`src/rtl/dimmer_pkg.sv`:
```
package dimmer_pkg;

  // Ratio update command passed from control to datapath
  typedef struct packed {
    logic       load;   // apply strobe, one cycle
    logic       chIdx;  // 0 = channel 0, 1 = channel 1
    logic [1:0] code;   // ratio code
  } duty_cmd_t;

  localparam logic [1:0] CODE_FULL = 2'b11;

  // Slots lit per period for a ratio code, for a period of 'slots' slots
  function automatic int unsigned litSlots(input logic [1:0] code, input int unsigned slots);
    case (code)
      2'b11:   return slots;
      2'b01:   return slots / 2;
      2'b10:   return slots / 4;
      default: return slots / 8;
    endcase
  endfunction

endpackage

```
`src/rtl/dimmer_ctrl.sv`:
```
module dimmer_ctrl
  import dimmer_pkg::*;
#(
  parameter int PARAM_W = 4
) (
  input  logic               clk,
  input  logic               rst,
  input  logic               paramStb,
  input  logic [PARAM_W-1:0] paramVal,
  input  logic               respSent,
  input  logic               periodEnd,
  output duty_cmd_t          dutyCmd
);

  logic       pendValid;
  logic       armed;
  logic       pendCh;
  logic [1:0] pendCode;

  always_ff @(posedge clk) begin
    if (rst) begin
      pendValid <= 1'b0;
      armed     <= 1'b0;
      pendCh    <= 1'b0;
      pendCode  <= CODE_FULL;
    end else if (paramStb) begin
      // newest value wins; must wait for its own reply
      pendValid <= 1'b1;
      armed     <= 1'b0;
      pendCh    <= ~paramVal[2];
      pendCode  <= paramVal[1:0];
    end else if (dutyCmd.load) begin
      pendValid <= 1'b0;
      armed     <= 1'b0;
    end else if (respSent && pendValid) begin
      armed     <= 1'b1;
    end
  end

  always_comb begin
    dutyCmd.load  = armed & periodEnd;
    dutyCmd.chIdx = pendCh;
    dutyCmd.code  = pendCode;
  end

endmodule

```
`src/rtl/dimmer_datapath.sv`:
```
module dimmer_datapath
  import dimmer_pkg::*;
#(
  parameter int SLOTS    = 16,
  parameter int SLOW_DIV = 8000,
  parameter int FAST_DIV = 31
) (
  input  logic      clk,
  input  logic      rst,
  input  logic      fastMode,
  input  logic      pwmEnable,
  input  logic      dataI0,
  input  logic      dataI1,
  input  duty_cmd_t dutyCmd,
  output logic      periodEnd,
  output logic      ledPin0,
  output logic      ledPin1
);

  localparam int MAX_DIV = (SLOW_DIV > FAST_DIV) ? SLOW_DIV : FAST_DIV;
  localparam int DIV_W   = $clog2(MAX_DIV + 1);
  localparam int SLOT_W  = $clog2(SLOTS);
  localparam int LIT_W   = SLOT_W + 1;
  localparam int CH_N    = 2;

  logic [DIV_W-1:0]  preCnt;
  logic [DIV_W-1:0]  divLast;
  logic              slotTick;
  logic [SLOT_W-1:0] slotCnt;
  logic [CH_N-1:0]   dataBits;
  logic [CH_N-1:0]   pinReg;

  assign divLast  = fastMode ? DIV_W'(FAST_DIV - 1) : DIV_W'(SLOW_DIV - 1);
  assign slotTick = (preCnt >= divLast);
  assign periodEnd = slotTick && (slotCnt == SLOT_W'(SLOTS - 1));

  // Prescaler; '>=' recovers cleanly when the rate is switched down
  always_ff @(posedge clk) begin
    if (rst)           preCnt <= '0;
    else if (slotTick) preCnt <= '0;
    else               preCnt <= preCnt + 1'b1;
  end

  always_ff @(posedge clk) begin
    if (rst)           slotCnt <= '0;
    else if (slotTick) slotCnt <= (slotCnt == SLOT_W'(SLOTS - 1)) ? '0 : slotCnt + 1'b1;
  end

  assign dataBits = {dataI1, dataI0};

  for (genvar ch = 0; ch < CH_N; ch++) begin : g_chan
    logic [1:0]       dutyCode;
    logic [LIT_W-1:0] litN;
    logic             inWindow;

    always_ff @(posedge clk) begin
      if (rst)
        dutyCode <= CODE_FULL;
      else if (dutyCmd.load && (dutyCmd.chIdx == 1'(ch)))
        dutyCode <= dutyCmd.code;
    end

    assign litN     = LIT_W'(litSlots(dutyCode, SLOTS));
    assign inWindow = ({1'b0, slotCnt} < litN);

    always_ff @(posedge clk) begin
      if (rst) pinReg[ch] <= 1'b1;
      else     pinReg[ch] <= ~(dataBits[ch] & (~pwmEnable | inWindow));
    end
  end

  assign ledPin0 = pinReg[0];
  assign ledPin1 = pinReg[1];

endmodule

```
`src/rtl/led_pwm_dimmer.sv`:
```
module led_pwm_dimmer
  import dimmer_pkg::*;
#(
  parameter int CLK_HZ  = 16_000_000,
  parameter int SLOW_HZ = 125,
  parameter int FAST_HZ = 32_000,
  parameter int SLOTS   = 16,
  parameter int PARAM_W = 4
) (
  input  logic               clk,
  input  logic               rst,
  input  logic               dataI0,
  input  logic               dataI1,
  input  logic               pwmEnable,
  input  logic               fastMode,
  input  logic               paramStb,
  input  logic [PARAM_W-1:0] paramVal,
  input  logic               respSent,
  output logic               ledPin0,
  output logic               ledPin1
);

  localparam int SLOW_DIV = CLK_HZ / (SLOW_HZ * SLOTS);
  localparam int FAST_DIV = CLK_HZ / (FAST_HZ * SLOTS);

  duty_cmd_t dutyCmd;
  logic      periodEnd;

  dimmer_ctrl #(.PARAM_W(PARAM_W)) u_ctrl (
    .clk       (clk),
    .rst       (rst),
    .paramStb  (paramStb),
    .paramVal  (paramVal),
    .respSent  (respSent),
    .periodEnd (periodEnd),
    .dutyCmd   (dutyCmd)
  );

  dimmer_datapath #(
    .SLOTS    (SLOTS),
    .SLOW_DIV (SLOW_DIV),
    .FAST_DIV (FAST_DIV)
  ) u_dp (
    .clk       (clk),
    .rst       (rst),
    .fastMode  (fastMode),
    .pwmEnable (pwmEnable),
    .dataI0    (dataI0),
    .dataI1    (dataI1),
    .dutyCmd   (dutyCmd),
    .periodEnd (periodEnd),
    .ledPin0   (ledPin0),
    .ledPin1   (ledPin1)
  );

endmodule

```
`config.mk`:
```
export PLATFORM = sky130hd
export DESIGN_NAME = led_pwm_dimmer
export DESIGN_NICKNAME = d
export VERILOG_FILES = /design/src/rtl/dimmer_pkg.sv /design/src/rtl/dimmer_ctrl.sv /design/src/rtl/dimmer_datapath.sv /design/src/rtl/led_pwm_dimmer.sv
export SDC_FILE = /design/constraint.sdc
export NUM_CORES = 1
export LEC_CHECK = 0
export BUFFER_PORTS_ARGS = -buffer_cell sky130_fd_sc_hd__buf_2
export CAP_MARGIN = 15
export CORE_AREA = 2 2 72 74
export DETAILED_ROUTE_END_ITERATION = 10
export DIE_AREA = 0 0 74 76
export GPL_TIMING_DRIVEN = 0
export SYNTH_ARGS = -nofsm -noshare
export SYNTH_HDL_FRONTEND = slang
export SYNTH_SLANG_ARGS = --single-unit
```
`constraint.sdc`:
```
create_clock -name clk -period 2.19 [get_ports clk]
set_input_delay 0 -clock clk [delete_from_list [all_inputs] [get_ports clk]]
set_output_delay 0 -clock clk [all_outputs]
set_load 0.1 [all_outputs]
```
After elaboration in Yosys (flattened, before gate mapping)
Cells that the tools add are included.
{ "totals": {"register_bits": 28, "latchBits": 0, "ram_bits": 0, "romBits": 0, "wordCells": 45, "memories": 0} }
{ "classes": {"add_sub_neg": 2, "multipliers": 0, "n_div": 0, "order_cmp": 3, "eq_ne": 7, "shift": 0, "muxes": 6, "bitwise": 10, "reduce_logical": 7} }
{ "op_table": {"columns": ["op", "count"], "rows": [
  ["one-hot mux 5 bit (3 select lines)", 2],
  ["adder 13 x 1 -> 13 bit, second input constant", 1],
  [">= comparator 13 bit", 1],
  ["two-way mux 13 bit", 1],
  ["< comparator 4 x 5 -> 1 bit", 2],
  ["== test 2 bit, second input constant", 4],
  ["NOT 1 bit", 5],
  ["adder 4 x 1 -> 4 bit, second input constant", 1],
  ["== test 2 x 1 -> 1 bit, second input constant", 2],
  ["== test 4 bit, second input constant", 1],
  ["logical AND 1 bit", 4],
  ["two-way mux 4 bit", 1],
  ["bitwise AND 1 bit", 3],
  ["OR reduction 3 bit", 1],
  ["two-way mux 1 bit", 2],
  ["bitwise OR 1 bit", 2],
  ["nonzero test 2 bit", 1],
  ["OR reduction 2 bit", 1]
]} }

Longest topological paths before layout
Gate-level depths: netlist of run 1.
{ "depth": {"word_depth": 6, "ltp_mapped": 8, "depth_no_buf": 7} }

Cells and area by module
Synthesis of run 1 repeated with hierarchy kept, for this count alone.
{ "hier_totals": {"cells_unflattened": 158, "area_unflattened_um2": 1517.7} }
{ "modules_own_cells": {"columns": ["mod", "n_inst", "cells_each", "area_per_inst_um2", "seq_area_each_um2"], "rows": [
  ["dimmer_datapath", 1, 140, 1323.8, 460.4],
  ["dimmer_ctrl", 1, 18, 193.9, 100.1]
]} }

Worst setup path after synthesis of run 1
No wires, ideal clock.
{ "synth_timing": {"kind": "flip-flop to flip-flop", "start": "reg u_dp.preCnt[0]", "end": "reg u_dp.slotCnt[0]", "setup_time_ns": 0.070, "arrival_ns": 1.993, "slack_ns": 0.126, "stages_incl_launch_ff": 8, "path_cell_list": "dfxtp_1 > inv_1 > ha_1 > nor2b_1 > or4_4 > o211a_1 > or3_2 > a21oi_1"} }
{ "synth_via": {"elab_chain_len": 1} }
{ "synth_rtl": {"columns": ["element", "line_no", "text"], "rows": [
  ["start: declaration", "dimmer_datapath.sv:26", "logic [DIV_W-1:0] preCnt;"],
  ["start signal: assignment", "dimmer_datapath.sv:41", "else preCnt <= preCnt + 1'b1;"],
  [">= comparator 13 bit", "dimmer_datapath.sv:34", "assign slotTick = (preCnt >= divLast);"],
  ["end signal: assignment", "dimmer_datapath.sv:46", "else if (slotTick) slotCnt <= (slotCnt == SLOT_W'(SLOTS - 1)) ? '0 : slotCnt + 1'b1;"],
  ["end: declaration", "dimmer_datapath.sv:29", "logic [SLOT_W-1:0] slotCnt;"]
]} }
Every way passes these cells.
A chain may end at the register's enable or synchronous reset.

Final worst setup path of run 1
Ends and elaborated chain as after synthesis.

==> out/metrics.csv, run 1 <==
metric,value,unit
status,"complete, no violations",
Synth Cell Area,1400,um2
number of global-route vias before repair,1040,
crit end category,flip-flop,
I/O pin cnt,14,
row cnt,26,
Clk network pwr share,39.8,%
"slowest stage delay, CP",0.49,ns
final net count,208,
vias per std cell,4.49,
slowest CP cell,or4_4,
WL final,2530,um
Total Power,1020,uW
half-perimeter wire length after placement,1860,um
die footprint,5620,um2
Die Y-Extent,76,um
Die Width,74,um
GPL Wtd Cong,0.713,
endpoints failing hold,0,
DRC viols,0,
maximum VDD drop,0.000268,V
f_max,479,MHz
Slew @ Worst Pin,0.483,ns
clk_lat worst skew,0.27,ns
Setup-failing EPs final,0,
CTS tree,yes,
WL/cell,9.97,um
Reg-to-Reg End,u_dp.slotCnt[0],
multi-input combinational cell area,801,um2
PwrDens,590,nW/um2
H-tree levels,1,
worst path required time,2.41,ns
Seq cells post-synth,28,
startpoint types,flip-flop,
clk slew on worst S/H paths,0.10,ns
unrepaired setup endpoints after global routing,false,
TritonCTS Buffers,3,
Post-Syn Instances,158,
Inst Count DP,239,
R2R Setup Slk,0.10,ns
R2R cell count,7,
CP Max Fanout,4,
first-pass GRT wire length,4510,um
Logic pwr share,8.3,%
"Net Count, Synth",181,
Pre-antenna DRT Iters,4,
Port Buffers,11,
most frequent cells in the layout,"dfxtp_1 (27), nor2_1 (22), ha_1 (11), buf_2 (11), a21oi_1 (9)",
Initial Util,28.4,%
fin cells,254,
"Critical Path, Cell by Cell",inv_1 -> ha_1 -> nor2b_1 -> or4_4 -> o211a_4 -> or3_2 -> a21oi_2,
Final Hold Slack,0.0485,ns
FILL cells,527,
RR Startpoint,u_dp.preCnt[0],
Max Cap Viol,0,
final setup skew,0.00738,ns
Hold Crit Depth,3,
fin crit share,95.4,%
Period minus WS final,2.09,ns
# diodes,0,
slew margin rel.,67.8,%
"Slew Viols, Final",0,
Core Box Area,4910,um2
Mapped Avg Cell Area,8.84,um2
initial antenna violation count,0,
Psw,217,uW
P&R area growth vs syn,23.9,%
Hold Path Origin,respSent,
DRT iter0 DRCs,33,
sequential fraction of the synthesis area,40.1,%
Internal,804,uW
CTS root buffer,clkbuf_8,
gr usage total,9.94,%
Via Count,1141,
WP data arrival,2.30,ns
ratio of cells with drive above 1 in the final layout,14.7,%
WHS Endpoint,u_ctrl.armed,
sequential fraction of design power,52.0,%
Static Leakage,0.000663,uW
synth unique cells,35,
Setup CP Type,flip-flop to flip-flop,
pin count of the biggest net entering global routing,17,
Detail Route Antenna Nets,0,
CP top delay family,simple AND/OR/NAND/NOR gates,
clk buf depth,2,
"commonest non-fill, non-tap cell in the layout",dfxtp_1,
Sequential cell area,564,um2
Syn. warnings,0,
gr ovfl total,0,
clk sinks,28,
Worst Hold Class,input pin to flip-flop,
CP bufs+invs,1,
switching share of power,21.2,%
==> power by group through the flow <==
stage                     registers [uW]  logic [uW]  clock network [uW]
final                                531        84.3                 406
after global routing                 534        94.4                 442
after CTS                            532        79.9                 424
after detailed placement             544        68.9                   0
after global placement               543        68.4                   0
after floorplan                      556        33.0                   0
==> synth_stat cells (all sizes together) <==
| cell type | number | area [um2] |
|---|---|---|
| inv | 6 | 22.5 |
| o31a | 1 | 10.0 |
| nand3 | 7 | 35.0 |
| nor3b | 2 | 15.0 |
| o211a | 1 | 10.0 |
| or4 | 1 | 11.3 |
| o21a | 1 | 7.51 |
| nor2 | 22 | 82.6 |
| o211ai | 3 | 22.5 |
| a211o | 2 | 17.5 |
| a21oi | 10 | 50.1 |
| ha | 11 | 138 |
| nand3b | 2 | 15.0 |
| xnor2 | 3 | 26.3 |
| and3 | 5 | 31.3 |
| nand2b | 2 | 12.5 |
| xor2 | 8 | 70.1 |
| or2b | 1 | 7.51 |
| nor2b | 6 | 37.5 |
| nand4 | 2 | 12.5 |
| clkbuf | 2 | 7.51 |
| nor3 | 2 | 10.0 |
| and2 | 1 | 6.26 |
| mux2i | 1 | 10.0 |
| buf | 2 | 16.3 |
| a211oi | 5 | 37.5 |
| nor4 | 1 | 6.26 |
| dfxtp | 28 | 561 |
| o21ai | 8 | 40.0 |
| and4 | 2 | 18.8 |
| or3 | 4 | 26.3 |
| nand2 | 6 | 22.5 |
==> state kept, by name, summed over array words and instances (netlist names) <==
signal	flops
u_ctrl.pendCh	1
u_ctrl.pendCode	2
u_ctrl.pendValid	1
u_ctrl.armed	1
u_dp.g_chan.dutyCode	4
u_dp.slotCnt	4
u_dp.preCnt	13
u_dp.ledPin0	1
u_dp.ledPin1	1
==> worst max path at each step <==
| stage | to | cells after the start | slack, ns | from |
|---|---|---|---|---|
| 3_3_place_gp | u_dp.slotCnt[1] | 7 | -0.02 | u_dp.preCnt[0] |
| 5_1_grt | u_dp.slotCnt[2] | 8 | 0.008 | u_dp.preCnt[0] |
| 2_1_floorplan | u_dp.slotCnt[0] | 7 | 0.13 | u_dp.preCnt[0] |
| 4_1_cts | u_dp.slotCnt[2] | 8 | 0.03 | u_dp.preCnt[0] |
| 6_report | u_dp.slotCnt[0] | 7 | 0.10 | u_dp.preCnt[0] |
| 3_5_place_dp | u_dp.slotCnt[1] | 7 | -0.05 | u_dp.preCnt[0] |
==> metal layers <==
layer  global-route usage, %  vias up  share of wire [%]
met4                    3.82        0                1.1
met1                    14.5      515                 52
li1                        -      611                  -
met2                    14.7       13                 45
met3                    1.19        2                2.4
met5                       0        -                  0
==> cell type report <==
cell class | count | share of cell area [%]
well taps | 70 | 5.06
inverters | 6 | 1.30
clock buffers | 3 | 2.39
clock inverters | 1 | 1.74
multi-input cells | 120 | 46.3
flip-flops and latches | 28 | 32.6
repair buffers | 22 | 9.11
plain buffers | 4 | 1.52
==> metrics by stage <==
stage | instance area, um2 | setup slack [ns] | util, % | setup TNS [ns]
2_1_floorplan | 1400 | 0.126 | - | 0
3_5_place_dp | 1540 | -0.0493 | 31.3 | -0.0512
3_3_place_gp | 1540 | -0.0224 | 31.3 | -0.0224
5_1_grt | 1730 | 0.00788 | 35.2 | 0
6_report | 1730 | 0.101 | 35.2 | 0
4_1_cts | 1700 | 0.0310 | 34.6 | 0
==> tightest hold or removal path, stage by stage <==
cell and delay, ns:
buf_2 0.10, a21oi_1 0.13, nor4_1 0.05
==> cell families (layout without fill, tap and decap cells) <==
family / after synthesis / count (layout) / synth area share (%)
multiplexers: 1 / 1 / 0.717
buffers and inverters: 10 / 36 / 3.32
AO/OA/AOI/OAI: 31 / 31 / 14.0
AND/OR/NAND/NOR: 66 / 66 / 25.1
flip-flops: 28 / 28 / 40.1
XOR/XNOR: 11 / 11 / 6.90
adder cells (fa/ha/maj): 11 / 11 / 9.86
==> timing repair <==
| item | 4_1_cts | 5_1_grt |
|---|---|---|
| hold endpoints to repair | 6 | 0 |
| resized for setup | 1 | 5 |
| setup endpoints to repair | 13 | 12 |
| pin swaps | 1 | 1 |
| hold buffers | 8 | 0 |
| gates cloned | 0 | 0 |
| buffers inserted | 1 | 2 |
Power figures use the tool's default switching activity.
==> run 2: changes to the inputs <==
- ABC_AREA: default -> 1
- CORE_AREA: 2 2 72 74 -> 2 2 76 78
- DIE_AREA: 0 0 74 76 -> 0 0 78 80
==> run 2 against run 1 <==
Global-route usage grew 0.50 points. Non-clock buffer count is the same. Fmax grew 19%. Synthesized cell count grew 37%. Via count grew 20%. Sequential power is essentially flat. Die area grew 11%. Critical path type unchanged. Critical endpoint is now u_dp.ledPin0. Largest cell class unchanged.
==> out/metrics.csv, run 2 <==
metric,value,unit,change
first-pass GRT wire length,5310,um,was 4510 um
clk sinks,28,,unchanged
Slew @ Worst Pin,0.493,ns,was 0.483 ns
Mapped Avg Cell Area,7.31,um2,was 8.84 um2
Initial Util,29.2,%,was 28.4%
gr ovfl total,0,,unchanged
Static Leakage,0.000814,uW,was 0.000663 uW
Detail Route Antenna Nets,0,,unchanged
commonest cells in the netlist,"nand2_1 (45), dfxtp_1 (28), inv_1 (27), nor2_1 (22), nand3_1 (13)",,"was dfxtp_1 (28), nor2_1 (22), ha_1 (11), a21oi_1 (10)"
row cnt,27,,was 26
fin crit share,79.9,%,was 95.4%
gr usage total,10.4,%,was 9.94%
number of flip-flops in the largest register,13,,unchanged
largest registers,"u_dp.preCnt x13, u_dp.g_chan.dutyCode x4, u_dp.slotCnt x4",,unchanged
vias per std cell,4.34,,was 4.49
Die Y-Extent,80,um,was 76 um
Hold Path Origin,paramStb,,was respSent
WL/cell,9.28,um,was 9.97 um
I/O pin cnt,14,,unchanged
Clk network pwr share,34.2,%,was 39.8%
Post-DP Area,1730,um2,was 1540 um2
clk_lat worst skew,0.28,ns,was 0.27 ns
final setup skew,0.00740,ns,was 0.00738 ns
Core Box Area,5410,um2,was 4910 um2
startpoint types,flip-flop,,unchanged
DRT iter0 DRCs,47,,was 33
initial antenna violation count,0,,unchanged
Top reg by flops,u_dp.preCnt,,unchanged
CTS root buffer,clkbuf_8,,unchanged
Worst Hold Class,input pin to flip-flop,,unchanged
GPL Wtd Cong,0.764,,was 0.713
TNS Setup,0,ns,unchanged
most frequent cell after synthesis,nand2_1,,was dfxtp_1
RR Startpoint,u_dp.g_chan[0].dutyCode[0],,was u_dp.preCnt[0]
WP data arrival,1.93,ns,was 2.30 ns
Port Buffers,12,,was 11
most frequent cells in the layout,"nand2_1 (45), dfxtp_1 (28), inv_1 (27), nor2_1 (22), nand3_1 (13)",,"was dfxtp_1 (27), nor2_1 (22), ha_1 (11), buf_2 (11), a21oi_1 (9)"
unrepaired setup endpoints after global routing,false,,unchanged
PwrDens,500,nW/um2,was 590 nW/um2
clk slew on worst S/H paths,0.10,ns,about the same
"area leader, netlist",dfxtp_1,,unchanged
DRC viols,0,,unchanged
Post-Syn Instances,216,,was 158
f_max,571,MHz,was 479 MHz
maximum VDD drop,0.000202,V,was 0.000268 V
"EDFF count, synth",0,,unchanged
fin area,1890,um2,was 1730 um2
Syn. warnings,0,,unchanged
H-tree levels,1,,unchanged
ratio of cells with drive above 1 in the final layout,17.7,%,was 14.7%
Via Count,1367,,"was 1,141"
# diodes,0,,unchanged
Post-synth top flop,dfxtp_1,,unchanged
slew margin rel.,66.9,%,was 67.8%
half-perimeter wire length after placement,2240,um,was 1860 um
Seq cells post-synth,28,,unchanged
Logic pwr share,9.6,%,was 8.3%
R2R cell count,8,,was 7
Internal,721,uW,was 804 uW
Max Cap Viol,0,,unchanged
Psw,225,uW,was 217 uW
Hold Crit Depth,3,,unchanged
P&R area growth vs syn,20.0,%,was 23.9%
number of global-route vias before repair,1269,,"was 1,040"
"commonest non-fill, non-tap cell in the layout",nand2_1,,was dfxtp_1
Post-CTS Repair Setup Buffers,0,,was 1
Inst Count DP,300,,was 239
TritonCTS Buffers,3,,unchanged
Die Width,78,um,was 74 um
CTS tree,yes,,unchanged
crit end category,flip-flop,,unchanged
Period minus WS final,1.75,ns,was 2.09 ns
synth unique cells,26,,was 35
fin cells,315,,was 254
CP Launch Point,u_dp.g_chan[0].dutyCode[0],,was u_dp.preCnt[0]
post-CTS sizing,0,,was 1
worst path required time,2.37,ns,was 2.41 ns
CP Max Fanout,5,,was 4
status,"complete, no violations",,unchanged
sequential fraction of the synthesis area,35.5,%,was 40.1%
WL final,2920,um,was 2530 um
Synth Cell Area,1580,um2,was 1400 um2
clk buf depth,2,,unchanged
endpoints failing hold,0,,unchanged
final net count,267,,was 208
Setup-failing EPs final,0,,unchanged
Final Hold Slack,0.0727,ns,was 0.0485 ns
post-synth top area share,35.5,%,was 40.1%
die footprint,6240,um2,was 5620 um2
"Net Count, Synth",239,,was 181
Setup CP Type,flip-flop to flip-flop,,unchanged
Pre-antenna DRT Iters,4,,unchanged
pin count of the biggest net entering global routing,16,,was 17
Total Power,946,uW,was 1020 uW
"Slew Viols, Final",0,,unchanged
"top cells by area, synth","dfxtp_1 (35%), nand2_1 (11%), ha_1 (8.7%)",,"was dfxtp_1 (40%), ha_1 (9.9%), nor2_1 (5.9%)"
sequential fraction of design power,56.1,%,was 52.0%
switching share of power,23.8,%,was 21.2%
Post-synth ARST share,0,%,unchanged
[run 2: final timing paths]
check	end	slack (ns)
setup / recovery	u_dp.ledPin0	0.44
hold / removal	u_ctrl.pendValid	0.07
setup reg to reg	u_dp.ledPin0	0.44
hold reg to reg	u_ctrl.pendValid	0.47
[run 2: repair_timing]
action / in CTS / in global routing
hold buffers: 11 / 0
endpoints found under the setup margin: 0 / 0
endpoints found under the hold margin: 7 / 0
[run 2: power by group through the flow]
stage,Combinational (uW),Clock (uW),Sequential [uW]
finish,91.3,324,531
global placement,75.0,0,543
detailed placement,76.7,0,543
floorplan,38.9,0,555
CTS,92.2,332,531
global route,103,350,534
[run 2: metrics by stage]
stage / worst slack, ns / util, %
finish: 0.439 / 35.0
global route: 0.223 / 35.0
CTS: 0.426 / 35.0
detailed placement: 0.439 / 32.0
global placement: 0.455 / 32.0
floorplan: 0.632 / -
[run 2: logic make-up (layout without fill, tap and decap cells)]
| group | after synthesis | after routing | share of synthesized area (%) |
|---|---|---|---|
| flip-flops | 28 | 28 | 35.5 |
| adder cells (fa/ha/maj) | 11 | 11 | 8.72 |
| XOR/XNOR | 4 | 4 | 2.22 |
| AO/OA/AOI/OAI | 21 | 21 | 7.92 |
| AND/OR/NAND/NOR | 115 | 115 | 36.4 |
| buffers and inverters | 37 | 64 | 9.27 |
[run 2: critical path: stages, from the launching register on]
cell and delay, ns:
dfxtp_1 0.39, inv_1 0.06, nand2_1 0.06, ha_1 0.22
a21oi_1 0.14, o21ai_0 0.09, nand3_1 0.07, nand3_1 0.06
dlygate4sd3_1 0.56
[run 2: layout make-up]
type                       instances  area (um2)
fill                             603        3510
sequential                        28         561
multi-input combinational        151         872
tap                               72        90.1
clock buffer                       4        55.1
inverter                          34         128
buffer                             3        18.8
timing repair buffer              23         170
[run 2: routing by layer]
| layer | track usage [%] | share of wire (%) |
|---|---|---|
| met4 | 4.74 | 2.1 |
| met5 | 0 | 0 |
| met2 | 17.8 | 45 |
| met1 | 13.1 | 52 |
| met3 | 1.36 | 1.2 |
==> run 3: changes to the inputs <==
- ABC_AREA: 1 -> 0
- CORE_AREA: 2 2 76 78 -> 2 2 72 74
- DIE_AREA: 0 0 78 80 -> 0 0 74 76
- clock period: 2.19 -> 1.5 ns (I/O delays scaled with it)
==> run 3 against run 2 <==
The run now ends with negative setup slack left. Clock power up 87%. Design area down 1.7%. Sequential share of layout area up 0.99 points. Core utilization up 2.9 points. Cell count down 18%. Global-route usage up 0.71 points. Critical path depth down 1. Sequential power up 46%. Routed wire length up 3.0%. Non-clock buffer count up 4. Flip-flop and latch count unchanged.
==> out/metrics.csv, run 3 (same netlist as run 1, synthesis figures left out) <==
metric,value,unit,change
status,"finished, violations left",,"was complete, no violations"
failing checks,negative setup slack,,
Period minus WS final,2.04,ns,was 1.75 ns
Post-DP Area,1550,um2,was 1730 um2
FILL cells,495,,was 603
crit end category,flip-flop,,unchanged
pre-CTS setup slack,-0.679,ns,was 0.439 ns
gr ovfl total,0,,unchanged
Core Box Area,4910,um2,was 5410 um2
WL/cell,11.7,um,was 9.28 um
vias per std cell,4.54,,was 4.34
WHS Endpoint,u_ctrl.armed,,was u_ctrl.pendValid
half-perimeter wire length after placement,1930,um,was 2240 um
fin crit share,136,%,was 79.9%
Die Width,74,um,was 78 um
unrepaired setup endpoints after global routing,true,,was false
slew margin rel.,67.9,%,was 66.9%
startpoint types,flip-flop,,unchanged
Worst Hold Class,input pin to flip-flop,,unchanged
Slew @ Worst Pin,0.485,ns,was 0.493 ns
endpoints failing hold,0,,unchanged
DRC viols,0,,unchanged
final setup skew,0.0108,ns,was 0.00740 ns
R2R Setup Slk,-0.54,ns,was 0.44 ns
"Slew Viols, Final",0,,unchanged
most frequent cells in the layout,"dfxtp_1 (25), nor2_1 (18), buf_2 (11), a21oi_1 (10), ha_1 (9)",,"was nand2_1 (45), dfxtp_1 (28), inv_1 (27), nor2_1 (22), nand3_1 (13)"
fin area,1860,um2,was 1890 um2
Detail Route Antenna Nets,0,,unchanged
DR WL met2,1430,um,was 1320 um
Hold Path Origin,respSent,,was paramStb
Met3 Wirelength,92,um,was 35 um
row cnt,26,,was 27
Hold Crit Depth,3,,unchanged
f_max,490,MHz,was 571 MHz
die footprint,5620,um2,was 6240 um2
P&R area growth vs syn,33.3,%,was 20.0%
top layer used by detailed routing,met4,,unchanged
RR Startpoint,u_dp.preCnt[5],,was u_dp.g_chan[0].dutyCode[0]
Via Count,1171,,"was 1,367"
pin count of the biggest net entering global routing,17,,was 16
number of flip-flops in the largest register,13,,unchanged
Initial Util,28.4,%,was 29.2%
clk slew on worst S/H paths,0.10,ns,about the same
number of global-route vias before repair,1106,,"was 1,269"
DRT iter0 DRCs,17,,was 47
Sequential cell area,569,um2,was 561 um2
worst setup margin,-0.541,ns,was 0.439 ns
Layout Utilization,37.9,%,was 35.0%
clk_lat worst skew,0.28,ns,about the same
Max Cap Viol,0,,unchanged
Pre-antenna DRT Iters,4,,unchanged
Die Y-Extent,76,um,was 80 um
clk buf depth,2,,unchanged
# diodes,0,,unchanged
final net count,212,,was 267
CTS root buffer,clkbuf_8,,unchanged
TritonCTS Buffers,3,,unchanged
I/O pin cnt,14,,unchanged
H-tree levels,1,,unchanged
WP data arrival,2.26,ns,was 1.93 ns
Static Leakage,0.000703,uW,was 0.000814 uW
GPL Wtd Cong,0.737,,was 0.764
first-pass GRT wire length,4970,um,was 5310 um
ratio of cells with drive above 1 in the final layout,24.5,%,was 17.7%
worst path required time,1.72,ns,was 2.37 ns
gr usage total,11.1,%,was 10.4%
PwrDens,813,nW/um2,was 500 nW/um2
initial antenna violation count,0,,unchanged
multi-input combinational cell area,880,um2,was 872 um2
"commonest non-fill, non-tap cell in the layout",dfxtp_1,,was nand2_1
WL final,3010,um,was 2920 um
Reg-to-Reg End,u_dp.slotCnt[2],,was u_dp.ledPin0
maximum VDD drop,0.000412,V,was 0.000202 V
largest registers,"u_dp.preCnt x13, u_dp.g_chan.dutyCode x4, u_dp.slotCnt x4",,unchanged
CTS tree,yes,,unchanged
clk sinks,28,,unchanged
Met1 Routed Length,1450,um,was 1510 um
Top reg by flops,u_dp.preCnt,,unchanged
Setup-failing EPs final,23,,was 0
R2R cell count,7,,was 8
CP Max Fanout,4,,was 5
Setup CP Type,flip-flop to flip-flop,,unchanged
Port Buffers,11,,was 12
[run 3: changes by cell type in the layout (fill, tap and decap cells not counted), sizes merged, moves of 8 or more]
cell and change:
nand2 -44, inv -28, nand3 -9, nor3 -9, buf +8
[run 3: cell type report]
type / instances / area share [%]
buffer: 4 / 1.61
timing repair buffer: 26 / 10.8
clock buffer: 3 / 2.22
tap: 70 / 4.70
clock inverter: 1 / 1.61
inverter: 6 / 1.21
sequential: 28 / 30.6
multi-input combinational: 120 / 47.2
[run 3: timing repair]
action | 4_1_cts | 5_1_grt
resized for setup | 22 | 4
hold buffers | 7 | 0
setup buffers | 8 | 0
cloned | 1 | 0
hold endpoints to repair | 6 | 0
pin swaps | 14 | 9
setup endpoints to repair | 23 | 23
[run 3: stage by stage]
step	TNS, ns	hold WS (ns)	instances	power (uW)
6_report	-10.03	0.0477	258	1510
3_3_place_gp	-11.61	0.193	239	896
5_1_grt	-11.59	0.0384	258	1570
4_1_cts	-10.67	0.0401	259	1530
2_1_floorplan	-8.31	0.0771	158	863
3_5_place_dp	-12.15	0.197	239	899
[run 3: worst max-delay path, cell delays in order, from the launching register on]
cell and delay (ns):
dfxtp_4 0.37, ha_4 0.26, nand3_2 0.06, or4_4 0.50
o211a_4 0.26, buf_6 0.13, or3_1 0.30, a21oi_1 0.12
[run 3: per-layer routing]
metal / vias to the layer above / track usage [%]
met2: 19 / 17.4
met1: 531 / 15.1
li1: 617 / -
met3: 4 / 1.85
met4: 0 / 4.36
met5: - / 0
[run 3: where the power goes]
group / leakage (uW) / switching [uW] / internal, uW
Combinational: 0.000437 / 73.1 / 60.2
Sequential: 0.000230 / 16.1 / 759
Clock: 0.0000357 / 247 / 358
[run 3: how the worst max path moves through the flow]
stage                         from              end  slack (ns)  depth (start not counted)
finish              u_dp.preCnt[5]  u_dp.slotCnt[2]       -0.54                          7
global placement    u_dp.preCnt[0]  u_dp.slotCnt[1]       -0.64                          7
detailed placement  u_dp.preCnt[0]  u_dp.slotCnt[1]       -0.68                          7
floorplan           u_dp.preCnt[0]  u_dp.slotCnt[2]       -0.49                          8
global route        u_dp.preCnt[5]  u_dp.slotCnt[2]       -0.63                          7
CTS                 u_dp.preCnt[5]  u_dp.slotCnt[2]       -0.58                          7
